## config.mk

```make
export PLATFORM = sky130hd
export DESIGN_NAME = wo_sequencer
export DESIGN_NICKNAME = d
export VERILOG_FILES = /design/src/rtl/wo_pkg.sv /design/src/rtl/wo_buffer.sv /design/src/rtl/wo_chain.sv /design/src/rtl/wo_mem.sv /design/src/rtl/wo_sequencer.sv
export SDC_FILE = /design/constraint.sdc
export NUM_CORES = 1
export LEC_CHECK = 0
export ABC_AREA = 1
export BUFFER_PORTS_ARGS = -buffer_cell sky130_fd_sc_hd__buf_2
export CAP_MARGIN = 20
export CORE_MARGIN = 5
export CORE_UTILIZATION = 58
export CTS_BUF_LIST = sky130_fd_sc_hd__clkbuf_8
export CTS_CLUSTER_DIAMETER = 60
export DETAILED_ROUTE_END_ITERATION = 10
export PLACE_DENSITY_LB_ADDON = 0.08
export SLEW_MARGIN = 20
export SYNTH_ARGS = -nofsm -noshare
export SYNTH_HDL_FRONTEND = slang
export SYNTH_SLANG_ARGS = --single-unit
```

## constraint.sdc

```tcl
create_clock -name clk -period 3.35 [get_ports clk]
set_input_delay 0.1675 -clock clk [delete_from_list [all_inputs] [get_ports clk]]
set_output_delay 0.1675 -clock clk [all_outputs]
set_load 0.05 [all_outputs]
```

## src/rtl/wo_pkg.sv

```systemverilog
package wo_pkg;
    localparam int SEQ_W  = 4;
    localparam int WAVE_W = 4;
    localparam int ADDR_W = 4;
    localparam int DATA_W = 16;

    typedef logic [SEQ_W-1:0]  seq_t;
    typedef logic [WAVE_W-1:0] wave_t;
    typedef logic [ADDR_W-1:0] addr_t;
    typedef logic [DATA_W-1:0] data_t;

    // all ones: chain head in a predecessor field, wave end in a successor field
    localparam seq_t SEQ_MARK = {SEQ_W{1'b1}};
    // one below all ones: link left open by a branch
    localparam seq_t SEQ_WILD = {{(SEQ_W-1){1'b1}}, 1'b0};

    typedef struct packed {
        wave_t wave;
        seq_t  seq;
        seq_t  pred;
        seq_t  succ;
        logic  store;
        addr_t addr;
        data_t wdata;
    } mreq_t;

    typedef struct packed {
        wave_t wave;       // wave being issued
        logic  open;       // at least one request of this wave issued
        seq_t  last;       // sequence number issued last
        seq_t  last_succ;  // successor link of that request
    } chain_t;

    function automatic logic may_issue(input mreq_t r, input chain_t c);
        if (r.wave != c.wave) return 1'b0;
        if (!c.open)          return r.pred == SEQ_MARK;
        return (r.pred == c.last) ||
               ((r.pred == SEQ_WILD) && (c.last_succ == r.seq));
    endfunction
endpackage

```

## src/rtl/wo_buffer.sv

```systemverilog
module wo_buffer
    import wo_pkg::*;
#(
    parameter int DEPTH = 8
) (
    input  logic   clk,
    input  logic   rst,
    input  logic   in_valid,
    input  mreq_t  in_req,
    output logic   in_ready,
    input  chain_t chain,
    input  logic   take,
    output logic   sel_valid,
    output mreq_t  sel_req
);
    localparam int IDX_W = (DEPTH > 1) ? $clog2(DEPTH) : 1;

    logic [DEPTH-1:0] valid_q;
    mreq_t            ent_q [DEPTH];
    logic [DEPTH-1:0] hit;
    logic [IDX_W-1:0] free_idx, sel_idx;
    logic             free_any;

    for (genvar g = 0; g < DEPTH; g++) begin : g_match
        assign hit[g] = valid_q[g] && may_issue(ent_q[g], chain);
    end

    always_comb begin
        free_any  = 1'b0;
        free_idx  = '0;
        sel_valid = 1'b0;
        sel_idx   = '0;
        for (int i = DEPTH - 1; i >= 0; i--) begin
            if (!valid_q[i]) begin
                free_any = 1'b1;
                free_idx = IDX_W'(i);
            end
            if (hit[i]) begin
                sel_valid = 1'b1;
                sel_idx   = IDX_W'(i);
            end
        end
    end

    assign in_ready = free_any;
    assign sel_req  = ent_q[sel_idx];

    always_ff @(posedge clk) begin
        if (rst) begin
            valid_q <= '0;
        end else begin
            if (in_valid && in_ready) begin
                valid_q[free_idx] <= 1'b1;
                ent_q[free_idx]   <= in_req;
            end
            if (take) valid_q[sel_idx] <= 1'b0;
        end
    end

    // an offer made while every entry is occupied adds nothing
    assert_hold_when_full_R7: assert property (@(posedge clk) disable iff (rst)
        (in_valid && !in_ready) |=> ($countones(valid_q) <= $past($countones(valid_q))));
endmodule

```

## src/rtl/wo_chain.sv

```systemverilog
module wo_chain
    import wo_pkg::*;
(
    input  logic   clk,
    input  logic   rst,
    input  logic   take,
    input  mreq_t  req,
    output chain_t state
);
    always_ff @(posedge clk) begin
        if (rst) begin
            state <= '0;
        end else if (take) begin
            if (req.succ == SEQ_MARK) begin
                state.wave <= state.wave + 1'b1;
                state.open <= 1'b0;
            end else begin
                state.open <= 1'b1;
            end
            state.last      <= req.seq;
            state.last_succ <= req.succ;
        end
    end
endmodule

```

## src/rtl/wo_mem.sv

```systemverilog
module wo_mem
    import wo_pkg::*;
(
    input  logic  clk,
    input  logic  rst,
    input  logic  iss_valid,
    input  mreq_t iss_req,
    output logic  resp_valid,
    output wave_t resp_wave,
    output seq_t  resp_seq,
    output data_t resp_data
);
    localparam int WORDS = 1 << ADDR_W;

    data_t mem_q [WORDS];

    always_ff @(posedge clk) begin
        if (rst) begin
            for (int i = 0; i < WORDS; i++) mem_q[i] <= '0;
            resp_valid <= 1'b0;
            resp_wave  <= '0;
            resp_seq   <= '0;
            resp_data  <= '0;
        end else begin
            resp_valid <= iss_valid && !iss_req.store;
            resp_wave  <= iss_req.wave;
            resp_seq   <= iss_req.seq;
            resp_data  <= mem_q[iss_req.addr];
            if (iss_valid && iss_req.store) mem_q[iss_req.addr] <= iss_req.wdata;
        end
    end

    assert_resp_tag_R9: assert property (@(posedge clk) disable iff (rst)
        resp_valid |-> ($past(iss_valid) && !$past(iss_req.store) &&
                        resp_seq == $past(iss_req.seq) && resp_wave == $past(iss_req.wave)));
endmodule

```

## src/rtl/wo_sequencer.sv

```systemverilog
module wo_sequencer
    import wo_pkg::*;
#(
    parameter int DEPTH = 8
) (
    input  logic              clk,
    input  logic              rst,
    input  logic              in_valid,
    output logic              in_ready,
    input  logic [WAVE_W-1:0] in_wave,
    input  logic [SEQ_W-1:0]  in_seq,
    input  logic [SEQ_W-1:0]  in_pred,
    input  logic [SEQ_W-1:0]  in_succ,
    input  logic              in_store,
    input  logic [ADDR_W-1:0] in_addr,
    input  logic [DATA_W-1:0] in_wdata,
    output logic              iss_valid,
    output logic [WAVE_W-1:0] iss_wave,
    output logic [SEQ_W-1:0]  iss_seq,
    output logic              iss_store,
    output logic              resp_valid,
    output logic [WAVE_W-1:0] resp_wave,
    output logic [SEQ_W-1:0]  resp_seq,
    output logic [DATA_W-1:0] resp_data
);
    mreq_t  in_req, sel_req, iss_q;
    chain_t chain;
    logic   sel_valid, iss_vq;

    assign in_req = '{wave: in_wave, seq: in_seq, pred: in_pred, succ: in_succ,
                      store: in_store, addr: in_addr, wdata: in_wdata};

    wo_buffer #(.DEPTH(DEPTH)) u_buf (
        .clk(clk), .rst(rst), .in_valid(in_valid), .in_req(in_req),
        .in_ready(in_ready), .chain(chain), .take(sel_valid),
        .sel_valid(sel_valid), .sel_req(sel_req)
    );

    wo_chain u_chain (
        .clk(clk), .rst(rst), .take(sel_valid), .req(sel_req), .state(chain)
    );

    always_ff @(posedge clk) begin
        if (rst) begin
            iss_vq <= 1'b0;
            iss_q  <= '0;
        end else begin
            iss_vq <= sel_valid;
            iss_q  <= sel_req;
        end
    end

    assign iss_valid = iss_vq;
    assign iss_wave  = iss_q.wave;
    assign iss_seq   = iss_q.seq;
    assign iss_store = iss_q.store;

    wo_mem u_mem (
        .clk(clk), .rst(rst), .iss_valid(iss_vq), .iss_req(iss_q),
        .resp_valid(resp_valid), .resp_wave(resp_wave),
        .resp_seq(resp_seq), .resp_data(resp_data)
    );

    assert_head_first_R2: assert property (@(posedge clk) disable iff (rst)
        (iss_vq && iss_q.pred == SEQ_MARK) |-> !$past(chain.open));

    assert_link_known_R3: assert property (@(posedge clk) disable iff (rst)
        (iss_vq && $past(chain.open) && iss_q.pred != SEQ_WILD) |->
            (iss_q.pred == $past(chain.last)));

    assert_link_wild_R4: assert property (@(posedge clk) disable iff (rst)
        (iss_vq && iss_q.pred == SEQ_WILD) |->
            ($past(chain.open) && $past(chain.last_succ) == iss_q.seq));

    assert_current_wave_R6: assert property (@(posedge clk) disable iff (rst)
        iss_vq |-> (iss_q.wave == $past(chain.wave)));

    assert_wave_close_R6: assert property (@(posedge clk) disable iff (rst)
        (iss_vq && iss_q.succ == SEQ_MARK) |->
            (chain.wave == $past(chain.wave) + 1'b1 && !chain.open));
endmodule

```

==> metrics.cfg, run 1 <==
[clock_tree]
insertion_delay_ns=0.70
ctsLongestPathBuffers=3
cts_tree=yes
htreeDepth=3
cts_num_sinks=628
cts_buffers=98
clkTransAtPathRegs_ns=0.06
cts_root_buf=clkbuf_8

[synthesis]
syn-cell-area_mm2=0.0262
yosys.area.top_type=edfxtp_1
synth_most_common_cell=edfxtp_1
synth_area_leaders=edfxtp_1, nor2_1, dfxtp_1
ys_seq_elements=628
ys_seq_area_frac=0.691
synthArstFlopShare=0
yosys_warnings=0
synth_cell_type_count=45
syn_inst=2283
synth_edf_count=552
synthTopCellsByCount=edfxtp_1, nor2_1, nand2_1, nand3_1, inv_1
syn_avg_cell_area_um2=11.5
synth_top_area_share=0.633
synth_nets=2324
synth-main-ff-cell=edfxtp_1

[run_status]
outcome=finished clean

[worst_setup_path]
crit_buf_inv=5
cp.arrival_ns=3.72
worstPathMaxFanout=10
crit_chain=inv_2, nand2_1, and3_1, nand2_1, nor3_2, nand2_1, nand2_1, inv_2, nand2_4, nor2_4, inv_1, nor2_2, inv_1, o22ai_1, nor2_1, nand4_1, o211ai_1, inv_1
regToRegSetupSlack_ns=0.20
cp_top_family=simple AND/OR/NAND/NOR gates
cp.required_ns=3.92
slowest_stage=dfxtp_1
max_stage_delay_ns=0.59
critPathKind=register to register
crit_path_frequent_cell=nand2_1
endpoint_kind=register
critPathLaunchType=register

[sta]
rsz0062_at_grt=no
slew_headroom=0.233
holdWs_ns=0.106
fin_crit_ns=3.15
final-setup-viol-count=0
worstMarginPinSlew_ns=1.15
fmax_ghz=0.317
skew_ns=0.0273
finalHoldViolCount=0
fin_ws_ns=0.196
finalCritPeriodShare=0.942
slew_violations=0

[floorplanning]
die_area_mm2=0.0495
initial_core_util=0.590
fp.dieW_um=223
io_pins=76
core_area_mm2=0.0444
die_y_um=223
num_rows=77

[flow_run]
cap_violations=0

[power]
p_leak_uw=0.0109
powerDensity_mw_per_mm2=533
ir_worst_vdd_mv=0.396

[global_routing]
grt_pass1_wl_mm=109
grt_usage=0.288
first_global_vias=17900
grt-ovfl-total=0
antenna_found_initial=1
grt_max_degree=71

[detailed_routing]
drt_iter0_markers=2030
drt_pass1_iterations=6
drc=0
wirelength_mm=72.3
vias=18400
viasPerCell=5.93
avgRoutedWirePerCell_um=23.3
drt.antenna.violating_nets=0

[placement]
dp_worst_setup_slack_ns=-0.00546
io_buffers=75
dp_cells=2873
gp_congestion=0.911
place_hpwl_mm=45.6

[hold_path]
hp-class=primary input to register

[final_layout]
syn2layout_area_growth_pct=13.9
nets=2462
drive_above_1_share=0.137
fin_cells=3100

## routing by layer
layer,track usage,up-vias,part of all wire
li1,-,8400,-
met2,0.455,890,0.48
met4,0.119,0,0.039
met1,0.405,8959,0.41
met5,0,-,0
met3,0.0449,146,0.080
## final cells by class
cell class / count / area, um^2
clock inverters: 71 / 407
fillers: 3370 / 14600
repair buffers: 188 / 1460
diodes: 1 / 2.50
multi-input cells: 1371 / 7010
inverters: 134 / 505
flip-flops and latches: 628 / 18100
well taps: 592 / 741
clock buffers: 115 / 1580
## metrics by stage
stage               area (um^2)  power, uW   TNS, ns   util
floorplan                 26200       9290         0      -
global placement          27400       9590         0  0.617
detailed placement        27400       9600  -0.00546  0.617
CTS                       29800      16000         0  0.670
global route              29800      16400         0  0.672
finish                    29800      15900         0  0.672
## cell families after synthesis
kind of cell	after synthesis	synth area share
xor gates and xnor gates	50	0.0167
buffers and inverters	284	0.0458
AOI/OAI and AO/OA	309	0.0819
and+or+nand+nor	1011	0.164
adders and majority gates	1	0.000478
DFF	628	0.691
## worst reg2reg max path, delay by kind of cell, from the launching register on
kind | cells | cell delay, ns
AO/OA/AOI/OAI | 2 | 0.32
buffers and inverters | 5 | 0.73
flip-flops | 1 | 0.59
AND/OR/NAND/NOR | 11 | 1.39
## flip-flops by register name (all words and copies together), names as in the netlist
| signal | count |
|---|---|
| iss_valid | 1 |
| u_buf.ent_q | 296 |
| u_chain.state | 13 |
| u_mem.resp_seq | 4 |
| u_mem.resp_data | 16 |
| u_buf.valid_q | 8 |
| iss_q | 20 |
| u_mem.mem_q | 256 |
| iss_store | 1 |
| u_mem.resp_valid | 1 |
| iss_wave | 4 |
| u_mem.resp_wave | 4 |
| iss_seq | 4 |
## path summary, 6_finish.rpt
| kind | depth (start not counted) | from | endpoint |
|---|---|---|---|
| min | 5 | rst | u_chain.state[12]$_SDFFE_PP0P_ |
| max reg2reg | 18 | u_chain.state[11]$_SDFFE_PP0P_ | u_chain.state[6]$_SDFFE_PP0N_ |
| min reg2reg | 2 | iss_seq[1]$_SDFF_PP0_ | u_mem.resp_seq[1]$_SDFF_PP0_ |
| max | 18 | u_chain.state[11]$_SDFFE_PP0P_ | u_chain.state[6]$_SDFFE_PP0N_ |
## placed cells by master, fill, tap and decap left out, types with 16 or more instances in the layout
cell           count
clkbuf_8         115
buf_4             64
xor2_1            18
nand2_1          286
a41oi_1           17
dlygate4sd3_1     38
xnor2_1           32
dfxtp_1           65
nand3_1          241
o21ai_0           66
a22oi_1           65
a22o_1            21
inv_1            157
edfxtp_1         552
a21oi_1           25
nor2_1           399
nand4_1           26
buf_2             74
o21a_1            24
a31oi_1           28
a32o_1            21
nor2_4            16
## repair_timing
item,CTS,global route
endpoints found under the hold margin,298,0
setup buffers,0,2
endpoints found under the setup margin,3,36
hold buffers,38,0
pin swaps,0,2
resized for setup,1,17
## report_power, final
group / leakage [uW] / switching, uW / internal [uW]
combinational: 0.00384 / 552 / 173
clock: 0.00115 / 3030 / 3380
sequential: 0.00595 / 77.4 / 8680
No activity file was read; power rests on OpenSTA's default activity.
==> inputs of run 2 (changes only) <==
PLACE_DENSITY = 0.74   (was default)
PLACE_DENSITY_LB_ADDON = default   (was 0.08)
==> metrics.cfg, run 2 (same netlist as run 1, synthesis figures left out) <==
[run_status]
outcome=finished clean

[detailed_routing]
drt_pass1_iterations=6  ; unchanged
wirelength_mm=69.7  ; -3.6%
avgRoutedWirePerCell_um=22.5  ; -3.6%
vias=18600  ; +0.85%
viasPerCell=5.98  ; +0.78%
drt_iter0_markers=2331  ; +15%
drc=0  ; unchanged
drt.antenna.violating_nets=0  ; unchanged

[sta]
holdWs_ns=0.274  ; +0.168 ns
slew_headroom=0.305  ; +0.0716
fmax_ghz=0.321  ; +1.4%
skew_ns=0.0211  ; -0.00624 ns
final-setup-viol-count=0  ; unchanged
rsz0062_at_grt=yes
worstMarginPinSlew_ns=1.04  ; -0.107 ns
slew_violations=0  ; unchanged
fin_crit_ns=3.11  ; -0.0424 ns
finalCritPeriodShare=0.929  ; -0.0127
fin_ws_ns=0.238  ; +0.0424 ns
finalHoldViolCount=0  ; unchanged

[clock_tree]
ctsLongestPathBuffers=3  ; unchanged
insertion_delay_ns=0.70  ; about the same
cts_buffers=97  ; -1.0%
cts_setup_buffers=0  ; unchanged
cts_tree=yes
cts_num_sinks=628  ; unchanged
clkTransAtPathRegs_ns=0.06  ; about the same
htreeDepth=3  ; unchanged
cts_root_buf=clkbuf_8

[worst_setup_path]
critPathKind=register to register
cp.arrival_ns=3.70  ; -0.02 ns
r2r-start=u_chain.state[5]$_SDFFE_PP0N_
regToRegSetupSlack_ns=0.24  ; +0.04 ns
reg2reg_to=iss_q[4]$_SDFF_PP0_
endpoint_kind=register
worstPathMaxFanout=18  ; +8
reg2reg_depth=17  ; -1
cp.required_ns=3.94  ; +0.02 ns
critPathLaunchType=register

[global_routing]
grt_use_met1=0.371  ; -0.0341
first_global_vias=18300  ; +2.4%
antenna_found_initial=0  ; -1
top_usage_layer=met2
grt_max_degree=71  ; unchanged
grt_util_met3=0.0524  ; +0.00752
grt_usage=0.279  ; -0.00903
grtUsageMet2=0.460  ; +0.00492
grt-ovfl-total=0  ; unchanged
grt_pass1_wl_mm=107  ; -2.3%

[hold_path]
hp-start=in_succ[1]
hold_depth=2  ; -3
hold_end=u_buf.ent_q[1][22]$_DFFE_PP_
hp-class=primary input to register

[final_layout]
regArea_mm2=0.0181  ; about the same
largest_reg_flops=296  ; unchanged
diodes=0  ; -1
multi_input_area_mm2=0.00699  ; -0.34%
nets=2469  ; +0.28%
regMostFlops=u_buf.ent_q
syn2layout_area_growth_pct=13.7
final_common_cell=edfxtp_1
final_cell_mix=edfxtp_1, nor2_1, nand2_1, nand3_1, inv_1
fillers=3285  ; -2.5%
drive_above_1_share=0.133  ; -0.00375
reg_top3=u_buf.ent_q (296), u_mem.mem_q (256), iss_q (20)

[floorplanning]
num_rows=77  ; unchanged
io_pins=76  ; unchanged
initial_core_util=0.590  ; unchanged
fp.dieW_um=223  ; unchanged
core_area_mm2=0.0444  ; unchanged
die_area_mm2=0.0495  ; unchanged
die_y_um=223  ; unchanged

[power]
p_leak_uw=0.0110  ; +0.22%
ir_worst_vdd_mv=0.497  ; +25%
powerDensity_mw_per_mm2=524  ; -1.6%

[flow_run]
cap_violations=0  ; unchanged

[placement]
place_hpwl_mm=44.6  ; -2.2%
io_buffers=75  ; unchanged
dp_worst_setup_slack_ns=0.0465  ; +0.0519 ns
gp_congestion=0.974  ; +6.9%

[run 2: cell types whose count changed in the layout (fill, tap and decap cells not counted), sizes merged]
cell         delta
inv            +13
clkinv         -12
buf             +7
bufinv          -2
clkbuf          -2
clkinvlp        -2
diode           -1
dlygate4sd3     +1
[run 2: critical path: stages, from the launching register on]
cell and delay (ns):
dfxtp_1 0.56, inv_2 0.13, nand2_1 0.09, nand4_1 0.08, nor2_1 0.10, nand2_1 0.08
nand3_1 0.16, nand2_1 0.19, nand2_1 0.12, inv_2 0.05, nand2_1 0.20, inv_2 0.09
nor2_4 0.26, inv_4 0.19, buf_4 0.24, nor2_1 0.11, o21ai_0 0.09, a31oi_1 0.21
[run 2: how the worst max path moves through the flow]
stage | startpoint | to | cells past startpoint
2_1_floorplan | u_buf.valid_q[3]$_SDFF_PP0_ | u_buf.ent_q[7][0]$_DFFE_PP_ | 6
3_3_place_gp | u_chain.state[9]$_SDFFE_PP0P_ | u_chain.state[4]$_SDFFE_PP0N_ | 16
3_5_place_dp | u_chain.state[9]$_SDFFE_PP0P_ | iss_q[4]$_SDFF_PP0_ | 15
4_1_cts | u_chain.state[9]$_SDFFE_PP0P_ | iss_q[4]$_SDFF_PP0_ | 15
5_1_grt | u_chain.state[7]$_SDFFE_PP0N_ | u_chain.state[6]$_SDFFE_PP0N_ | 18
6_report | u_chain.state[5]$_SDFFE_PP0N_ | iss_q[4]$_SDFF_PP0_ | 17
[run 2: area by class of cell]
class | instances | area share
sequential | 628 | 0.608
multi-input combinational | 1371 | 0.235
clock buffer | 113 | 0.0522
timing repair buffer | 196 | 0.0519
tap | 592 | 0.0249
inverter | 134 | 0.0170
clock inverter | 68 | 0.0113
[run 2: per-stage QoR]
step           std cells   util  power, uW  setup TNS, ns  instance area, um^2
4_1_cts             3102  0.670      15700              0                29800
3_3_place_gp        2882  0.619       9570              0                27500
6_report            3102  0.671      15600              0                29800
3_5_place_dp        2882  0.619       9590              0                27500
2_1_floorplan       2283      -       9290              0                26200
5_1_grt             3102  0.671      16100        -0.0166                29800
[run 2: timing repair]
item / CTS / global route
endpoints found under the hold margin: 299 / 0
setup endpoints to repair: 0 / 33
resized for setup: 0 / 6
hold buffers: 39 / 0
[run 2: report_power, final]
part           switching (uW)  total [uW]  internal [uW]
registers                79.7        8760           8680
clock network            2970        6140           3170
logic                     531         712            181
[run 2: layer usage]
layer / vias up / share of wire
met3: 213 / 0.086
met5: - / 0
met2: 1005 / 0.48
met1: 8927 / 0.39
li1: 8406 / -
met4: 0 / 0.043
==> inputs of run 3 (changes only) <==
PLACE_DENSITY = 0.79   (was 0.74)
==> metrics.cfg, run 3 (same netlist as run 1, synthesis figures left out) <==
[worst_setup_path]
critPathLaunchType=register
cp_top_family=simple AND/OR/NAND/NOR gates
worstPathMaxFanout=14  ; -4
crit_buf_inv=3  ; -2
cp.arrival_ns=3.66  ; -0.04 ns
slowest_stage=edfxtp_1
crit_path_frequent_cell=nand2_1
crit_chain=nand2_1, o21ai_0, o2111ai_1, nor2_1, nand2_1, nand2_1, inv_1, nand2_1, nand2_1, nor2_4, buf_12, buf_12, o21a_1, o21ai_0, a31oi_1
regToRegSetupSlack_ns=0.28  ; +0.05 ns
cp.required_ns=3.95  ; about the same
critPathKind=register to register
max_stage_delay_ns=0.46  ; -0.10 ns
endpoint_kind=register

[clock_tree]
cts_tree=yes
htreeDepth=3  ; unchanged
insertion_delay_ns=0.70  ; about the same
cts_buffers=97  ; unchanged
cts_num_sinks=628  ; unchanged
clkTransAtPathRegs_ns=0.06  ; about the same
ctsLongestPathBuffers=3  ; unchanged
cts_root_buf=clkbuf_8
cts_setup_buffers=0  ; unchanged

[floorplanning]
io_pins=76  ; unchanged
die_area_mm2=0.0495  ; unchanged
core_area_mm2=0.0444  ; unchanged
num_rows=77  ; unchanged
initial_core_util=0.590  ; unchanged
die_y_um=223  ; unchanged
fp.dieW_um=223  ; unchanged

[final_layout]
fillers=3199  ; -2.6%
regMostFlops=u_buf.ent_q
final_cell_mix=edfxtp_1, nor2_1, nand2_1, nand3_1, inv_1
post-route-util=0.668  ; -0.00248
final_common_cell=edfxtp_1
syn2layout_area_growth_pct=13.3
nets=2451  ; -0.73%
reg_top3=u_buf.ent_q (296), u_mem.mem_q (256), iss_q (20)
largest_reg_flops=296  ; unchanged
drive_above_1_share=0.132  ; -0.000939

[placement]
io_buffers=75  ; unchanged
place_hpwl_mm=44.4  ; -0.45%
gp_congestion=0.964  ; -0.98%
dp_worst_setup_slack_ns=0.0370  ; -0.00945 ns

[global_routing]
antenna_found_initial=2  ; +2
grt_usage=0.280  ; +0.00162
first_global_vias=18400  ; +0.77%
grt_max_degree=71  ; unchanged
grt-ovfl-total=0  ; unchanged
grt_pass1_wl_mm=107  ; +0.33%

[sta]
fin_ws_ns=0.284  ; +0.0459 ns
fmax_ghz=0.326  ; +1.5%
final-setup-viol-count=0  ; unchanged
fin_setup_tns_ns=0  ; unchanged
finalCritPeriodShare=0.915  ; -0.0137
worstMarginPinSlew_ns=1.07  ; +0.0310 ns
slew_headroom=0.284  ; -0.0207
slew_violations=0  ; unchanged
skew_ns=0.0307  ; +0.00966 ns
finalHoldViolCount=0  ; unchanged
fin_crit_ns=3.07  ; -0.0459 ns
holdWs_ns=0.112  ; -0.163 ns
rsz0062_at_grt=no

[detailed_routing]
drt.antenna.violating_nets=0  ; unchanged
drc=0  ; unchanged
wirelength_mm=70.6  ; +1.2%
vias=18600  ; +0.46%
drt_iter0_markers=2491  ; +6.9%
avgRoutedWirePerCell_um=22.9  ; +1.9%
viasPerCell=6.04  ; +1.1%
drt_pass1_iterations=6  ; unchanged

[run_status]
outcome=finished clean

[power]
p_switching_uw=3650  ; +2.0%
p_int_uw=12200  ; +1.3%
ir_worst_vdd_mv=0.452  ; -9.1%
p_clk_frac=0.402  ; +0.009
powerDensity_mw_per_mm2=534  ; +1.8%
swShare=0.231  ; +0.00128
p_leak_uw=0.0108  ; -1.5%
pwr-share-comb=0.045  ; about the same
pwr-share-seq=0.553  ; -0.008

[flow_run]
cap_violations=0  ; unchanged

[hold_path]
hp-class=primary input to register

[run 3: cell types whose count changed in the layout (fill, tap and decap cells not counted), sizes merged]
cell         change
buf             -17
bufinv           +4
clkbuf           -7
clkinv          +27
clkinvlp         +1
diode            +1
dlygate4sd3      -1
inv             -27
[run 3: final cells by class]
class | count | area (um^2) | share of cell area
Timing Repair Buffer | 178 | 1370 | 0.0462
Multi-Input combinational cell | 1371 | 7010 | 0.236
Sequential cell | 628 | 18100 | 0.610
Clock inverter | 73 | 475 | 0.0160
Tap cell | 592 | 741 | 0.0250
Clock buffer | 106 | 1460 | 0.0492
Inverter | 134 | 504 | 0.0170
Antenna cell | 1 | 2.50 | 0.0000843
[run 3: stage by stage]
stage | total power (uW) | std cells | instance area, um^2
6_report | 15800 | 3083 | 29700
3_3_place_gp | 9560 | 2865 | 27300
2_1_floorplan | 9290 | 2283 | 26200
3_5_place_dp | 9590 | 2865 | 27300
5_1_grt | 16300 | 3082 | 29700
4_1_cts | 15900 | 3082 | 29600
[run 3: final timing paths]
path | from | endpoint | cells after the start
worst min register to register | iss_seq[1]$_SDFF_PP0_ | u_mem.resp_seq[1]$_SDFF_PP0_ | 2
worst max-delay path | u_buf.ent_q[2][26]$_DFFE_PP_ | iss_store$_SDFF_PP0_ | 15
worst max register to register | u_buf.ent_q[2][26]$_DFFE_PP_ | iss_store$_SDFF_PP0_ | 15
worst min-delay path | rst | u_chain.state[12]$_SDFFE_PP0P_ | 5
[run 3: metal layers]
metal,part of all wire,vias up,track usage
li1,-,8367,-
met1,0.39,9062,0.377
met2,0.48,1033,0.457
met3,0.089,172,0.0538
met4,0.040,2,0.110
met5,0.00018,-,0
[run 3: power by group through the flow]
| stage | sequential [uW] | combinational, uW | clock [uW] |
|---|---|---|---|
| detailed placement | 8910 | 671 | 0 |
| CTS | 8750 | 708 | 6410 |
| global placement | 8910 | 657 | 0 |
| finish | 8750 | 719 | 6360 |
| global route | 8760 | 760 | 6790 |
| floorplan | 8950 | 343 | 0 |
[run 3: repair_timing]
action / CTS / global route
endpoints found under the setup margin: 0 / 35
hold buffers: 38 / 0
gates resized for setup: 0 / 12
endpoints found under the hold margin: 297 / 0
[run 3: worst reg2reg max path, cell delays in order, from the launching register on]
cell and delay [ns]:
edfxtp_1 0.46, nand2_1 0.09, o21ai_0 0.36, o2111ai_1 0.17, nor2_1 0.24, nand2_1 0.12
nand2_1 0.08, inv_1 0.07, nand2_1 0.07, nand2_1 0.15, nor2_4 0.37, buf_12 0.21
buf_12 0.17, o21a_1 0.13, o21ai_0 0.11, a31oi_1 0.21
